==> config.mk <==
export PLATFORM = sky130hd
export DESIGN_NAME = sync_rx_hunt
export DESIGN_NICKNAME = d
export VERILOG_FILES = /design/src/rtl/sync_rx_pkg.sv /design/src/rtl/sync_rx_window.sv /design/src/rtl/sync_rx_flags.sv /design/src/rtl/sync_rx_hunt.sv
export SDC_FILE = /design/constraint.sdc
export NUM_CORES = 1
export LEC_CHECK = 0
export BUFFER_PORTS_ARGS = -buffer_cell sky130_fd_sc_hd__buf_2
export CAP_MARGIN = 20
export CORE_UTILIZATION = 59
export DETAILED_ROUTE_END_ITERATION = 8
export HOLD_SLACK_MARGIN = 0.1
export MAX_ROUTING_LAYER = met4
export PLACE_DENSITY = 0.88
export SYNTH_ARGS = -nofsm -noshare
export SYNTH_HDL_FRONTEND = slang
export SYNTH_HIERARCHICAL = 1
export SYNTH_SLANG_ARGS = --single-unit
==> constraint.sdc <==
create_clock -name clk -period 3.7 [get_ports clk]
set_clock_uncertainty 0.15 [all_clocks]
set_input_delay 0.185 -clock clk [delete_from_list [all_inputs] [get_ports clk]]
set_output_delay 0.185 -clock clk [all_outputs]
set_load 0.05 [all_outputs]
==> src/rtl/sync_rx_pkg.sv <==
package sync_rx_pkg;

  typedef enum logic [1:0] {
    ST_HUNT  = 2'd0,
    ST_HUNT2 = 2'd1,
    ST_ASSY  = 2'd2
  } rx_state_e;

  localparam int MIN_CHAR = 5;

  function automatic logic [3:0] char_bits(input logic [1:0] len);
    return 4'(len) + 4'(MIN_CHAR);
  endfunction

endpackage

==> src/rtl/sync_rx_window.sv <==
module sync_rx_window #(
  parameter int W     = 8,
  parameter int CNT_W = 4
) (
  input  logic             clk,
  input  logic             rst_n,
  input  logic             shift_en,
  input  logic             bit_in,
  input  logic [CNT_W-1:0] cw,
  input  logic [W-1:0]     pat1,
  input  logic [W-1:0]     pat2,
  output logic [W-1:0]     data_now,
  output logic [W-1:0]     data_next,
  output logic             match1,
  output logic             match2
);

  logic [W-1:0]     win_q;
  logic [W-1:0]     win_d;
  logic [CNT_W-1:0] sh_amt;
  logic [W-1:0]     mask;

  assign win_d     = {bit_in, win_q[W-1:1]};
  assign sh_amt    = CNT_W'(W) - cw;
  assign mask      = (W'(1) << cw) - W'(1);
  assign data_now  = win_q >> sh_amt;
  assign data_next = win_d >> sh_amt;
  assign match1    = (data_next == (pat1 & mask));
  assign match2    = (data_next == (pat2 & mask));

  always_ff @(posedge clk or negedge rst_n) begin
    if (!rst_n) begin
      win_q <= '0;
    end else if (shift_en) begin
      win_q <= win_d;
    end
  end

endmodule

==> src/rtl/sync_rx_flags.sv <==
module sync_rx_flags #(
  parameter int W = 8
) (
  input  logic         clk,
  input  logic         rst_n,
  input  logic         char_done,
  input  logic [W-1:0] char_data,
  input  logic         par_bad,
  input  logic         sync_hit,
  input  logic         stat_rd,
  input  logic         data_rd,
  input  logic         err_clr,
  output logic [W-1:0] rx_data,
  output logic         rx_ready,
  output logic         parity_err,
  output logic         overrun_err,
  output logic         sync_det
);

  logic [W-1:0] data_d;
  logic         rdy_d, perr_d, oerr_d, sdet_d;

  always_comb begin
    data_d = rx_data;
    rdy_d  = rx_ready && !data_rd;
    perr_d = parity_err && !err_clr;
    oerr_d = overrun_err && !err_clr;
    sdet_d = sync_det && !stat_rd;
    if (char_done) begin
      data_d = char_data;
      rdy_d  = 1'b1;
      if (rx_ready && !data_rd) oerr_d = 1'b1;
      if (par_bad) perr_d = 1'b1;
    end
    if (sync_hit) sdet_d = 1'b1;
  end

  always_ff @(posedge clk or negedge rst_n) begin
    if (!rst_n) begin
      rx_data     <= '0;
      rx_ready    <= 1'b0;
      parity_err  <= 1'b0;
      overrun_err <= 1'b0;
      sync_det    <= 1'b0;
    end else begin
      rx_data     <= data_d;
      rx_ready    <= rdy_d;
      parity_err  <= perr_d;
      overrun_err <= oerr_d;
      sync_det    <= sdet_d;
    end
  end

endmodule

==> src/rtl/sync_rx_hunt.sv <==
module sync_rx_hunt
  import sync_rx_pkg::*;
#(
  parameter int W = 8
) (
  input  logic         clk,
  input  logic         rst_n,
  input  logic         sample_en,
  input  logic         rx_line,
  input  logic [1:0]   cfg_len,
  input  logic         cfg_par_en,
  input  logic         cfg_par_even,
  input  logic         cfg_ext_sync,
  input  logic         cfg_single_sync,
  input  logic [W-1:0] sync_pat1,
  input  logic [W-1:0] sync_pat2,
  input  logic         ext_sync_in,
  input  logic         hunt_cmd,
  input  logic         err_clr,
  input  logic         stat_rd,
  input  logic         data_rd,
  output logic [W-1:0] rx_data,
  output logic         rx_ready,
  output logic         parity_err,
  output logic         overrun_err,
  output logic         sync_det
);

  localparam int CNT_W = $clog2(W + 2);
  localparam logic [CNT_W-1:0] CNT_MAX = '1;

  rx_state_e        st_q, st_d;
  logic [CNT_W-1:0] cnt_q, cnt_d;
  logic [CNT_W-1:0] cw;
  logic             win_en, match1, match2;
  logic [W-1:0]     data_now, data_next, char_data;
  logic             char_done, par_bad, sync_hit, exp_par;

  assign cw        = CNT_W'(char_bits(cfg_len));
  assign char_data = cfg_par_en ? data_now : data_next;
  assign exp_par   = cfg_par_even ? (^data_now) : ~(^data_now);

  sync_rx_window #(.W(W), .CNT_W(CNT_W)) u_win (
    .clk       (clk),
    .rst_n     (rst_n),
    .shift_en  (win_en),
    .bit_in    (rx_line),
    .cw        (cw),
    .pat1      (sync_pat1),
    .pat2      (sync_pat2),
    .data_now  (data_now),
    .data_next (data_next),
    .match1    (match1),
    .match2    (match2)
  );

  always_comb begin
    st_d      = st_q;
    cnt_d     = cnt_q;
    win_en    = 1'b0;
    char_done = 1'b0;
    par_bad   = 1'b0;
    sync_hit  = 1'b0;
    if (hunt_cmd) begin
      st_d  = ST_HUNT;
      cnt_d = '0;
    end else begin
      unique case (st_q)
        ST_HUNT: begin
          if (cfg_ext_sync) begin
            if (ext_sync_in) begin
              st_d  = ST_ASSY;
              cnt_d = '0;
            end
          end else if (sample_en) begin
            win_en = 1'b1;
            if ((cnt_q >= cw - CNT_W'(1)) && match1) begin
              cnt_d = '0;
              if (cfg_single_sync) begin
                st_d     = ST_ASSY;
                sync_hit = 1'b1;
              end else begin
                st_d = ST_HUNT2;
              end
            end else if (cnt_q != CNT_MAX) begin
              cnt_d = cnt_q + CNT_W'(1);
            end
          end
        end
        ST_HUNT2: begin
          if (sample_en) begin
            win_en = 1'b1;
            if (cnt_q == cw - CNT_W'(1)) begin
              cnt_d = '0;
              if (match2) begin
                st_d     = ST_ASSY;
                sync_hit = 1'b1;
              end else if (!match1) begin
                st_d  = ST_HUNT;
                cnt_d = cw;
              end
            end else begin
              cnt_d = cnt_q + CNT_W'(1);
            end
          end
        end
        ST_ASSY: begin
          if (sample_en) begin
            cnt_d = cnt_q + CNT_W'(1);
            if (cnt_q < cw) begin
              win_en = 1'b1;
              if ((cnt_q == cw - CNT_W'(1)) && !cfg_par_en) begin
                char_done = 1'b1;
                cnt_d     = '0;
              end
            end else begin
              char_done = 1'b1;
              par_bad   = (rx_line != exp_par);
              cnt_d     = '0;
            end
          end
        end
        default: begin
          st_d  = ST_HUNT;
          cnt_d = '0;
        end
      endcase
    end
  end

  always_ff @(posedge clk or negedge rst_n) begin
    if (!rst_n) begin
      st_q  <= ST_HUNT;
      cnt_q <= '0;
    end else begin
      st_q  <= st_d;
      cnt_q <= cnt_d;
    end
  end

  sync_rx_flags #(.W(W)) u_flags (
    .clk         (clk),
    .rst_n       (rst_n),
    .char_done   (char_done),
    .char_data   (char_data),
    .par_bad     (par_bad),
    .sync_hit    (sync_hit),
    .stat_rd     (stat_rd),
    .data_rd     (data_rd),
    .err_clr     (err_clr),
    .rx_data     (rx_data),
    .rx_ready    (rx_ready),
    .parity_err  (parity_err),
    .overrun_err (overrun_err),
    .sync_det    (sync_det)
  );

endmodule

Word-level counts from Yosys, hierarchy flattened
Index checks and enable logic that the tools add are counted.
{"block": "totals", "mem_bits_ro": 0, "latchBits": 0, "word_cells": 108, "ramBits": 0, "register_bits": 26, "input_bits": 31, "memories": 0}
{"block": "op_classes", "n_mux": 57, "n_reduce_logical": 14, "n_eq_ne": 16, "n_bitwise": 3, "n_div": 0, "shifts": 3, "addsub": 5, "multipliers": 0, "magnitude_cmp": 2}
{"operator": "2-to-1 mux 4 bit", "n": 13}
{"operator": "2-to-1 mux 1 bit", "n": 29}
{"operator": "2-to-1 mux 2 bit", "n": 10}
{"operator": "!= test 4 bit, second input constant", "n": 5}
{"operator": "AND 8 bit", "n": 2}
{"operator": "== test 8 bit", "n": 2}
{"operator": "right shift 8 x 4 -> 8 bit", "n": 2}
{"operator": "one-hot mux 4 bit (3 select lines)", "n": 1}
{"operator": "!= test 3 bit, second input constant", "n": 3}
{"operator": "2-to-1 mux 8 bit", "n": 1}
{"operator": "XOR reduction 8 bit", "n": 1}
{"operator": "<< shifter 1 x 4 -> 8 bit, first input constant", "n": 1}
{"operator": "subtractor 8 x 2 -> 8 bit, second input constant", "n": 1}
{"operator": "AND reduction 7 bit", "n": 1}
{"operator": "logical AND 1 bit", "n": 6}
{"operator": "one-hot mux 2 bit (3 select lines)", "n": 1}
{"operator": "!= test 5 bit, second input constant", "n": 1}
{"operator": "AND reduction 5 bit", "n": 1}
{"operator": "adder 2 x 3 -> 4 bit, second input constant", "n": 1}
{"operator": "adder 4 x 1 -> 4 bit, second input constant", "n": 1}
{"operator": "== test 4 bit", "n": 1}
{"operator": ">= comparator 4 bit", "n": 1}
{"operator": "zero test 1 bit", "n": 4}
{"operator": "less-than comparator 4 bit", "n": 1}
{"operator": "10 further kinds", "n": 10}

Longest topological paths before layout
Gate-level depths: netlist of run 1.
{"block": "depth", "ltp_word": 13, "depth_mapped": 19}

Modules after synthesis
The synthesis of run 1 kept the hierarchy.
{"mod": "sync_rx_window", "cells_per_inst": 186, "instances": 1, "area_each_um2": 1392.6, "seq_area_each_um2": 200.2}
{"mod": "sync_rx_hunt", "cells_per_inst": 134, "instances": 1, "area_each_um2": 1064.8, "seq_area_each_um2": 150.1}
{"mod": "sync_rx_flags", "cells_per_inst": 28, "instances": 1, "area_each_um2": 476.7, "seq_area_each_um2": 300.3}

Least setup slack after synthesis of run 1
Ideal clock, no wire load.
{"block": "synth_path", "path_type": "input-to-reg", "from": "input port cfg_len[0]", "to": "register cnt_q[2]", "arrival_ps": 3849, "setup_slack_ps": -381, "path_stages": 17, "setup_time_ps": 82, "path_buffers": 2, "cell_sequence": "inv_1 buf_2 clkinv_1 ha_1 ha_1 nand2b_1 ha_1 clkbuf_2 or3b_2 o21ai_0 a31oi_1 xnor2_1 nor3_2 and4b_1 a221o_1 or4_1 a31oi_1"}
{"block": "synth_via", "elab_chain_len": 11}
{"item": "start: declaration", "line_no": "sync_rx_hunt.sv:10", "rtl": "input logic [1:0] cfg_len,"}
{"item": "adder 2 x 3 -> 4 bit (*)", "line_no": "sync_rx_pkg.sv:12", "rtl": "return 4'(len) + 4'(MIN_CHAR);"}
{"item": "<< shifter 1 x 4 -> 8 bit", "line_no": "sync_rx_window.sv:25", "rtl": "assign mask = (W'(1) << cw) - W'(1);"}
{"item": "subtractor 8 x 2 -> 8 bit", "line_no": "sync_rx_window.sv:25"}
{"item": "AND 8 bit", "line_no": "sync_rx_window.sv:28", "rtl": "assign match1 = (data_next == (pat1 & mask));"}
{"item": "== test 8 bit (*)", "line_no": "sync_rx_window.sv:28"}
{"item": "via match1", "line_no": "sync_rx_hunt.sv:35", "rtl": "logic win_en, match1, match2;"}
{"item": "2-to-1 mux 4 bit or logical AND 1 bit (tied branches)", "line_no": "sync_rx_hunt.sv:98, sync_rx_hunt.sv:77"}
{"item": "2-to-1 mux 4 bit, on equally long branches", "line_no": "sync_rx_hunt.sv:95, sync_rx_hunt.sv:77"}
{"item": "2-to-1 mux 4 bit, on equally long branches", "line_no": "sync_rx_hunt.sv:93, sync_rx_hunt.sv:75"}
{"item": "2-to-1 mux 4 bit, on equally long branches", "line_no": "sync_rx_hunt.sv:91, sync_rx_hunt.sv:70"}
{"item": "one-hot mux 4 bit (3 select lines)", "line_no": "sync_rx_hunt.sv:68", "rtl": "unique case (st_q)"}
{"item": "2-to-1 mux 4 bit", "line_no": "sync_rx_hunt.sv:64", "rtl": "if (hunt_cmd) begin"}
{"item": "end signal: assignment", "line_no": "sync_rx_hunt.sv:137", "rtl": "cnt_q <= cnt_d;"}
{"item": "end: declaration", "line_no": "sync_rx_hunt.sv:33", "rtl": "logic [CNT_W-1:0] cnt_q, cnt_d;"}
The timed path passes the listed nets; every way through them passes the cells marked *. The select of a mux whose other input is x is not followed.
A chain may end at the register's enable or synchronous reset.

Final worst setup path of run 1
{"block": "layout_path", "from": "input port cfg_len[0]", "to": "register cnt_q[3]"}
{"block": "layout_via", "elab_chain_len": 11}
{"item": "adder 2 x 3 -> 4 bit (*)", "line_no": "sync_rx_pkg.sv:12"}
{"item": "via cw[1]", "line_no": "sync_rx_hunt.sv:34", "rtl": "logic [CNT_W-1:0] cw;"}
{"item": "<< shifter 1 x 4 -> 8 bit", "line_no": "sync_rx_window.sv:25"}
{"item": "subtractor 8 x 2 -> 8 bit", "line_no": "sync_rx_window.sv:25"}
{"item": "AND 8 bit", "line_no": "sync_rx_window.sv:28"}
{"item": "== test 8 bit (*)", "line_no": "sync_rx_window.sv:28"}
{"item": "via match1", "line_no": "sync_rx_hunt.sv:35"}
{"item": "2-to-1 mux 4 bit or logical AND 1 bit (tied branches)", "line_no": "sync_rx_hunt.sv:98, sync_rx_hunt.sv:77"}
{"item": "2-to-1 mux 4 bit, on equally long branches", "line_no": "sync_rx_hunt.sv:95, sync_rx_hunt.sv:77"}
{"item": "2-to-1 mux 4 bit, on equally long branches", "line_no": "sync_rx_hunt.sv:93, sync_rx_hunt.sv:75"}
{"item": "2-to-1 mux 4 bit, on equally long branches", "line_no": "sync_rx_hunt.sv:91, sync_rx_hunt.sv:70"}
{"item": "one-hot mux 4 bit (3 select lines)", "line_no": "sync_rx_hunt.sv:68"}
{"item": "2-to-1 mux 4 bit", "line_no": "sync_rx_hunt.sv:64"}
Marked as above.

==> impl_metrics.py, run 1 <==
metrics = {
    "run_status": {
        "status": "finished clean",
    },
    "grt": {
        "grt_pass1_wl_mm": 13.5,
        "grt_util_all_layers": 0.341,
        "antenna_found_initial": 0,
        "grt-ovfl-total": 0,
        "grt_pass1_vias": 2947,
        "grt_max_degree": 27,
    },
    "power": {
        "seqPwrFrac": 0.270,
        "power.density_nw_per_um2": 393,
        "clockPowerShare": 0.166,
        "power.leakage_nw": 1.81,
        "p_sw_frac": 0.391,
        "pwr-share-comb": 0.564,
        "switching_power_mw": 0.582,
        "internal_power_mw": 0.905,
        "total_power_mw": 1.49,
        "peakVddDrop_v": 0.000357,
    },
    "critical_path": {
        "cp_data_arrival_time_ns": 3.73,
        "cp_slowest_cell": "o41ai_1",
        "crit_fanout": 7,
        "r2r_slack_ns": 0.39,
        "cp_top_family": "simple AND/OR/NAND/NOR gates",
        "cp.required_ns": 3.79,
        "cp_cell_sequence": "buf_2 > ha_4 > inv_1 > ha_4 > ha_4 > buf_4 > nor3b_1 > o31ai_2 > buf_4 > xnor2_2 > nand4b_1 > nor3_2 > and4b_1 > a221o_1 > buf_4 > o41ai_1 > a211o_1",
        "reg2regPathDepth": 12,
        "cp_slowest_stage_delay_ns": 0.35,
        "r2r_start": "u_win/win_q[6]",
        "cp_num_buf_inv": 5,
        "crit_type": "in2reg",
        "worst_setup_path_end_kind": "flip-flop",
        "r2r_end": "cnt_q[3]",
        "cp-start-kind": "input pin",
    },
    "clock_network": {
        "tritoncts": "done",
        "h-tree-depth": 1,
        "cts-root-buf": "clkbuf_8",
        "clk_pin_slew_ns": 0.11,
        "clk_latency_ns": 0.29,
        "cts_num_sinks": 26,
        "cts_buffers": 3,
        "cts.path.max_buffers": 2,
    },
    "synthesis": {
        "yosys_warnings": 6,
        "synth_edf_count": 0,
        "synth_xor_area_frac": 0.0776,
        "yosysMostFrequentCell": "nor2_1",
        "synth_compound_area_frac": 0.199,
        "yosysSeqAreaShare": 0.222,
        "avgSynthCellArea_um2": 8.43,
        "yosys.area_share.simple": 0.225,
        "ys.flop_type": "dfrtp_1",
        "netlist_top_cells_count": "29 x nor2_1, 28 x inv_1, 26 x dfrtp_1, 25 x nand2_1, 20 x xnor2_1",
        "synthMuxAreaShare": 0.140,
        "synth_cells": 348,
        "netlist_top_cells_area": "dfrtp_1 22%, mux2_2 6.9%, ha_1 6.4%",
        "async_flop_share": 1.00,
        "synth-adder-area-share": 0.0640,
        "yosysUniqueCellTypes": 73,
        "ys_seq_elements": 26,
        "synth_top_area_cell": "dfrtp_1",
        "synth_area_um2": 2930,
        "yosys.area.top_type_share": 0.222,
        "synth_top_family_by_area": "simple AND/OR/NAND/NOR gates",
        "syn_nets": 394,
    },
    "die": {
        "ios": 43,
        "die_y_um": 72.5,
        "row_count": 25,
        "initial_utilization": 0.617,
        "die_area_um2": 5260,
        "die_w_um": 72.5,
        "core-area_um2": 4750,
    },
    "sta": {
        "setup_viol_count_final": 0,
        "timing.slew.headroom": 0.496,
        "whs_ns": 0.108,
        "worstMarginPinSlew_ns": 0.754,
        "slew_viol_final": 0,
        "timing.final.crit_share": 0.982,
        "fmax_mhz": 275,
        "hold_viol": 0,
        "min_period_ns": 3.63,
    },
    "finish": {
        "layout.nets": 489,
        "diodes": 0,
        "drive_gt1_frac": 0.360,
        "layout.cells.non_filler": 509,
        "post-route-util": 0.797,
        "area_delta_synth_final_pct": 29.1,
        "fillers": 299,
    },
    "worst_hold_path": {
        "hold_end": "u_win/win_q[7]",
        "hp-class": "in2reg",
        "hold_start": "rx_line",
        "worstHoldPathCells": 3,
    },
    "routing": {
        "vias_per_cell": 6.07,
        "via_count": 3088,
        "wl_per_cell_um": 17.0,
        "drt_wl_total_mm": 8.67,
        "drt_iter0_markers": 323,
        "drtPass1Iterations": 5,
        "drc_errors": 0,
        "postRouteAntennaNets": 0,
    },
    "run": {
        "maxCapViolations": 0,
    },
    "placed_design": {
        "placed_cells": 494,
        "place_hpwl_mm": 6.30,
        "numPortBuffers": 42,
        "gp_congestion": 0.966,
    },
}
[cell families (layout without fill, tap and decap cells)]
| kind of cell | Yosys count | in the layout |
|---|---|---|
| flops | 26 | 26 |
| fa+ha+maj | 15 | 15 |
| compound gates | 82 | 82 |
| buf+inv | 45 | 139 |
| simple gates | 120 | 120 |
| mux | 34 | 34 |
| xor+xnor | 26 | 26 |
[layer usage]
metal	track usage	vias up	routed length [um]
met1	0.428	1436	3580
met3	0.0444	38	647
met2	0.560	179	4220
li1	-	1435	-
met4	0.131	0	228
met5	-	-	0
[worst min-delay path, delay by kind of cell]
family | cells | cell delay, ns
buf+inv | 1 | 0.15
compound gates | 1 | 0.07
simple gates | 1 | 0.08
[per-stage QoR]
stage                     instance area (um^2)  TNS (ns)  setup WS, ns
after CTS                                 3690         0        0.0600
after floorplan                           2990         0        0.0143
after detailed placement                  3560    -0.876        -0.235
after global routing                      3790   -0.0716       -0.0333
after global placement                    3560    -0.425        -0.136
final                                     3790         0        0.0662
[sequential cells by signal, indices dropped and copies added (netlist names)]
| register | count |
|---|---|
| u_flags/rx_data | 8 |
| u_win/win_q | 8 |
| cnt_q | 4 |
| st_q | 2 |
| u_flags/overrun_err | 1 |
| u_flags/parity_err | 1 |
| u_flags/rx_ready | 1 |
| u_flags/sync_det | 1 |
[layout by cell type, fill, tap and decap left out, types with 3 or more instances in the layout]
cell type      Yosys  layout
nand4_1            3       3
ha_1              15      11
xor2_1             6       6
nand2_1           25      25
inv_1             28      27
dfrtp_1           26      26
mux2_4             7       7
buf_2              2      42
o21ai_1            0       3
nand2b_1          13      12
nor2_1            29      29
o21a_1             6       6
nor3_1            10       7
nor3b_1            4       4
mux2_2            18      18
o21ai_0           13      10
nor3_2             2       5
nor2b_1            6       6
xnor2_1           20      19
a21o_1             3       3
o32ai_1            3       3
dlygate4sd3_1      0       6
a31oi_1            7       7
a21oi_1           17      17
buf_4              2      58
clkbuf_8           1       3
nand3_1            9       9
mux2i_1            8       7
o22ai_1            4       3
ha_4               0       3
[cell type report]
| class | instances | area, um^2 | share of cell area |
|---|---|---|---|
| Inverter | 29 | 118 | 0.0310 |
| Multi-Input combinational cell | 277 | 2160 | 0.570 |
| Sequential cell | 26 | 651 | 0.172 |
| Tap cell | 67 | 83.8 | 0.0221 |
| Clock inverter | 1 | 30.0 | 0.00793 |
| Clock buffer | 3 | 41.3 | 0.0109 |
| Timing Repair Buffer | 106 | 706 | 0.186 |
[power groups by stage]
stage	registers [mW]	logic (mW)	clock network (mW)
floorplan	0.411	0.501	0
global placement	0.398	0.743	0
detailed placement	0.405	0.774	0
CTS	0.399	0.787	0.245
global route	0.411	0.900	0.256
finish	0.402	0.838	0.247
[what timing repair did]
item	CTS	global route
endpoints found under the hold margin	32	0
hold buffers	6	0
setup buffers	0	5
endpoints found under the setup margin	0	6
resized for setup	0	13
[how the worst max path moves through the flow]
stage | from | to | slack [ns] | cells after the start
6_report | cfg_len[0] | cnt_q[3] | 0.07 | 17
5_1_grt | cfg_len[0] | cnt_q[3] | -0.03 | 17
4_1_cts | cfg_len[0] | cnt_q[2] | 0.06 | 15
3_5_place_dp | cfg_len[0] | cnt_q[2] | -0.24 | 15
3_3_place_gp | cfg_len[0] | cnt_q[2] | -0.14 | 15
2_1_floorplan | cfg_len[0] | cnt_q[2] | 0.01 | 18
Power figures use the tool's default switching activity.
==> run 2: changes to the inputs <==
HOLD_SLACK_MARGIN = 0.06   (was 0.1)
PLACE_DENSITY = 0.91   (was 0.88)
==> run 2 against run 1 <==
Against the previous run:
- utilization decreased by 0.18 points
- sequential power barely moved
- register-to-register slack lost 0.02 ns
- final cell count fell by 1.8%
- count of clock-buffer cells in the layout is the same
- clock power is 4% lower
- fmax is 0.79% lower
- design area decreased by 0.23%
- setup slack worse by 0.029 ns
- combinational power about the same
- first-iteration DRC count fell by 5.0%
- critical path type unchanged
- critical endpoint is now cnt_q[2]
- largest power group unchanged
==> impl_metrics.py, run 2 (synthesis results as in run 1) <==
metrics = {
    "sta": {
        "worst_slack_ns": 0.0373,
        "timing.slew.headroom": 0.477,
        "worstMarginPinSlew_ns": 0.782,
        "whs_ns": 0.0692,
        "min_period_ns": 3.66,
        "slew_viol_final": 0,
        "fmax_mhz": 273,
        "setup_viol_count_final": 0,
        "timing.final.crit_share": 0.990,
        "hold_viol": 0,
    },
    "critical_path": {
        "reg2regPathDepth": 11,
        "endpoint": "cnt_q[2]",
        "cp_num_buf_inv": 2,
        "cp-startpoint": "cfg_len[0]",
        "worst_setup_path_end_kind": "flip-flop",
        "cp_data_arrival_time_ns": 3.71,
        "r2r_start": "u_win/win_q[7]",
        "crit_top_cell": "ha_4",
        "cp_slowest_cell": "or4_1",
        "crit_fanout": 4,
        "critical_path_depth": 15,
        "cp_cell_sequence": "buf_4 > ha_4 > inv_2 > ha_4 > ha_1 > nor3_2 > a21oi_1 > o21ai_0 > xnor2_1 > nand4b_1 > nor3_4 > and4b_1 > a221o_1 > or4_1 > a31oi_1",
        "cp-start-kind": "input pin",
        "r2r_slack_ns": 0.37,
        "cp_slowest_stage_delay_ns": 0.48,
        "cp.required_ns": 3.75,
        "r2r_end": "cnt_q[2]",
        "cp_top_family": "simple AND/OR/NAND/NOR gates",
        "crit_type": "in2reg",
    },
    "die": {
        "die_w_um": 72.5,
        "initial_utilization": 0.617,
        "row_count": 25,
        "die_y_um": 72.5,
        "ios": 43,
        "die_area_um2": 5260,
        "core-area_um2": 4750,
    },
    "finish": {
        "post-route-util": 0.795,
        "drive_gt1_frac": 0.376,
        "diodes": 0,
        "area_delta_synth_final_pct": 28.8,
        "layout.nets": 480,
        "reg_top3": "u_flags/rx_data: 8 flops, u_win/win_q: 8 flops, cnt_q: 4 flops",
        "layout_commonest_cell": "buf_4",
        "final_cell_mix": "52 x buf_4, 41 x buf_2, 28 x nor2_1, 26 x inv_1, 26 x dfrtp_1",
    },
    "grt": {
        "grt_pass1_wl_mm": 13.5,
        "grt-ovfl-total": 0,
        "antenna_found_initial": 0,
        "grt_util_all_layers": 0.339,
        "grt_pass1_vias": 2949,
        "grt_max_degree": 27,
    },
    "power": {
        "power.density_nw_per_um2": 391,
        "power.leakage_nw": 1.78,
        "peakVddDrop_v": 0.000376,
    },
    "clock_network": {
        "clk_pin_slew_ns": 0.10,
        "cts_num_sinks": 26,
        "cts_buffers": 3,
        "tritoncts": "done",
        "h-tree-depth": 1,
        "clk_latency_ns": 0.27,
        "cts-root-buf": "clkbuf_8",
        "cts.path.max_buffers": 2,
    },
    "placed_design": {
        "dp_slack_ns": -0.223,
        "place_hpwl_mm": 6.07,
        "gp_congestion": 0.980,
        "numPortBuffers": 42,
    },
    "run_status": {
        "status": "finished clean",
    },
    "routing": {
        "drt_wl_total_mm": 8.88,
        "postRouteAntennaNets": 0,
        "drtPass1Iterations": 5,
        "vias_per_cell": 6.20,
        "drc_errors": 0,
        "via_count": 3098,
        "drt_iter0_markers": 307,
        "wl_per_cell_um": 17.8,
    },
    "run": {
        "maxCapViolations": 0,
    },
    "worst_hold_path": {
        "hp-class": "in2reg",
    },
}
run 2: how the worst min path moves through the flow:
stage / from / end / slack, ns / depth (start not counted)
detailed placement: rst_n / u_win/win_q[7] / 0.08 / 1
finish: err_clr / u_flags/overrun_err / 0.07 / 3
CTS: data_rd / u_flags/rx_ready / 0.06 / 3
global placement: rst_n / u_win/win_q[7] / 0.07 / 1
floorplan: rst_n / cnt_q[0] / -0.26 / 0
global route: err_clr / u_flags/overrun_err / 0.07 / 3
run 2: what timing repair did:
| item | in CTS | in global routing |
|---|---|---|
| setup endpoints to repair | 2 | 5 |
| hold endpoints to repair | 29 | 0 |
| setup buffers | 0 | 6 |
| pin swaps | 4 | 15 |
| hold buffers | 4 | 0 |
| resized for setup | 1 | 31 |
run 2: layout make-up:
class / instances / area [um^2]
fillers: 285 / 975
multi-input cells: 277 / 2220
clock inverters: 1 / 30.0
flip-flops and latches: 26 / 651
repair buffers: 97 / 636
clock buffers: 3 / 41.3
well taps: 67 / 83.8
inverters: 29 / 118
run 2: power breakdown:
group,internal [mW],leakage (nW),total (mW),switching [mW]
Combinational,0.411,1.40,0.835,0.423
Clock,0.145,0.0357,0.238,0.0932
Sequential,0.335,0.348,0.404,0.0690
Total,0.891,1.78,1.48,0.586
run 2: per-stage QoR:
step	power [mW]	std cells	instance area [um^2]	setup TNS [ns]
floorplan	0.912	348	2990	0
global placement	1.11	486	3500	-0.510
detailed placement	1.14	486	3500	-0.820
CTS	1.40	494	3610	0
global route	1.56	500	3780	-0.182
finish	1.48	500	3780	0
run 2: routing by layer:
metal	up-vias	track usage	part of all wire
li1	1418	-	-
met1	1429	0.411	0.39
met2	191	0.546	0.48
met3	60	0.0528	0.071
met4	0	0.176	0.062
met5	-	-	0
run 2: worst min-delay path, delay by kind of cell:
family	cells	cell delay, ns
compound gates	1	0.11
buf+inv	2	0.16
==> run 3: changes to the inputs <==
BUFFER_PORTS_ARGS = -buffer_cell sky130_fd_sc_hd__buf_4   (was -buffer_cell sky130_fd_sc_hd__buf_2)
==> run 3 against run 2 <==
Against the previous run:
- the flow now finishes with violations (setup timing)
- combinational power rose by 11%
- fmax fell by 1.6%
- largest cell class unchanged
- global-route usage rose by 2.4 points
- final cell count rose by 1.0%
- critical path depth rose by 2
- utilization rose by 4.1 points
- worst hold slack improved by 0.0090 ns
- setup slack got worse by 0.060 ns
- design area rose by 5.2%
==> impl_metrics.py, run 3 (synthesis results as in run 1) <==
metrics = {
    "run": {
        "maxCapViolations": 0,
    },
    "sta": {
        "slew_viol_final": 0,
        "finalSetupTns_ns": -0.0224,
        "worst_slack_ns": -0.0224,
        "worstMarginPinSlew_ns": 1.09,
        "setup_viol_count_final": 1,
        "timing.slew.headroom": 0.252,
        "timing.final.crit_share": 1.01,
        "rsz0062_at_grt": "yes",
        "hold_viol": 0,
        "fmax_mhz": 269,
        "min_period_ns": 3.72,
    },
    "clock_network": {
        "clk_latency_ns": 0.28,
        "cts_buffers": 3,
        "cts.path.max_buffers": 2,
        "clk_pin_slew_ns": 0.10,
        "cts-root-buf": "clkbuf_8",
        "tritoncts": "done",
        "h-tree-depth": 1,
        "cts_num_sinks": 26,
    },
    "critical_path": {
        "cp_data_arrival_time_ns": 3.78,
        "cp-start-kind": "input pin",
        "cp_num_buf_inv": 3,
        "cp_top_family": "simple AND/OR/NAND/NOR gates",
        "crit_type": "in2reg",
        "cp_cell_sequence": "buf_8 > ha_4 > inv_4 > buf_4 > ha_1 > nand2_1 > ha_2 > or3b_2 > nand3_1 > o21ai_1 > a31oi_2 > xnor2_2 > nor3_4 > and4b_1 > a221o_1 > or4_4 > a31oi_4",
        "cp_slowest_cell": "or4_4",
        "cp_slowest_stage_delay_ns": 0.51,
        "cp.required_ns": 3.76,
        "worst_setup_path_end_kind": "flip-flop",
        "crit_fanout": 4,
    },
    "run_status": {
        "violations": "setup timing",
        "status": "complete, but fails checks",
    },
    "finish": {
        "regArea_um2": 651,
        "drive_gt1_frac": 0.377,
        "reg_top3": "u_flags/rx_data: 8 flops, u_win/win_q: 8 flops, cnt_q: 4 flops",
        "diodes": 0,
        "final_cell_mix": "93 x buf_4, 28 x nor2_1, 26 x inv_1, 26 x dfrtp_1, 25 x nand2_1",
        "area_delta_synth_final_pct": 35.5,
        "fin_area_um2": 3980,
        "post-route-util": 0.836,
        "layout.cells.non_filler": 505,
        "multiInputGateArea_um2": 2250,
        "fillers": 270,
        "layout_commonest_cell": "buf_4",
        "layout.nets": 485,
    },
    "power": {
        "peakVddDrop_v": 0.000311,
        "power.density_nw_per_um2": 396,
        "power.leakage_nw": 1.86,
    },
    "die": {
        "row_count": 25,
        "ios": 43,
        "die_y_um": 72.5,
        "die_w_um": 72.5,
        "initial_utilization": 0.617,
        "core-area_um2": 4750,
        "die_area_um2": 5260,
    },
    "placed_design": {
        "place_hpwl_mm": 6.49,
        "dp_slack_ns": -0.311,
        "placed_cells": 488,
        "gp_congestion": 0.926,
        "postPlaceCellArea_um2": 3620,
        "numPortBuffers": 42,
    },
    "grt": {
        "grt_util_all_layers": 0.363,
        "grt_max_degree": 27,
        "antenna_found_initial": 0,
        "grt-ovfl-total": 0,
        "grt_pass1_wl_mm": 14.3,
        "grt_pass1_vias": 3040,
    },
    "routing": {
        "drt_wl_total_mm": 10.3,
        "drtPass1Iterations": 5,
        "vias_per_cell": 6.62,
        "postRouteAntennaNets": 0,
        "drc_errors": 0,
        "drt_iter0_markers": 535,
        "via_count": 3343,
        "wl_per_cell_um": 20.4,
    },
    "worst_hold_path": {
        "hp-class": "in2reg",
    },
}
run 3: area by class of cell:
cell class / count / share of cell area
clock buffer: 3 / 0.0104
clock inverter: 1 / 0.00755
inverter: 29 / 0.0302
multi-input combinational: 277 / 0.566
sequential: 26 / 0.164
tap: 67 / 0.0211
timing repair buffer: 102 / 0.201
run 3: worst reg2reg max path: stages (launching register included):
cell      delay, ns
dfrtp_1        0.46
mux2_2         0.24
a2bb2o_4       0.23
nor4_4         0.32
xor2_1         0.21
nand4_1        0.18
nor3_4         0.25
and4b_1        0.25
a221o_1        0.35
or4_4          0.51
a31oi_4        0.18
run 3: final timing paths:
path                                   from                   to  slack, ns  cells after the start
hold reg to reg            u_flags/sync_det     u_flags/sync_det       0.36                      1
setup / recovery                 cfg_len[0]             cnt_q[2]      -0.02                     17
max in group asynchronous             rst_n   u_flags/rx_data[7]       2.92                      2
hold / removal                      err_clr  u_flags/overrun_err       0.08                      3
setup reg to reg             u_win/win_q[4]             cnt_q[2]       0.30                     10
min in group asynchronous             rst_n             cnt_q[0]       0.21                      2
run 3: per-layer routing:
layer | global-route usage | vias to the layer above | wire, um
met3 | 0.0625 | 95 | 923
met2 | 0.609 | 285 | 4910
met4 | 0.166 | 0 | 731
met5 | - | - | 0
met1 | 0.426 | 1544 | 3760
li1 | - | 1419 | -
run 3: report_power, final:
group          switching (mW)  internal, mW  total [mW]  leakage (nW)
clock                  0.0956         0.145       0.240        0.0357
sequential             0.0747         0.335       0.409         0.348
combinational           0.471         0.453       0.923          1.48
run 3: per-stage QoR:
step | hold slack [ns] | total power, mW
floorplan | -0.261 | 0.912
global placement | -0.0346 | 1.13
detailed placement | -0.0323 | 1.17
CTS | 0.0659 | 1.42
global route | 0.0760 | 1.64
finish | 0.0782 | 1.57
run 3: what timing repair did:
item	4_1_cts	5_1_grt
pin swaps	0	18
hold buffers	5	0
setup buffers	0	8
endpoints found under the hold margin	30	0
gates resized for setup	1	33
endpoints found under the setup margin	2	5
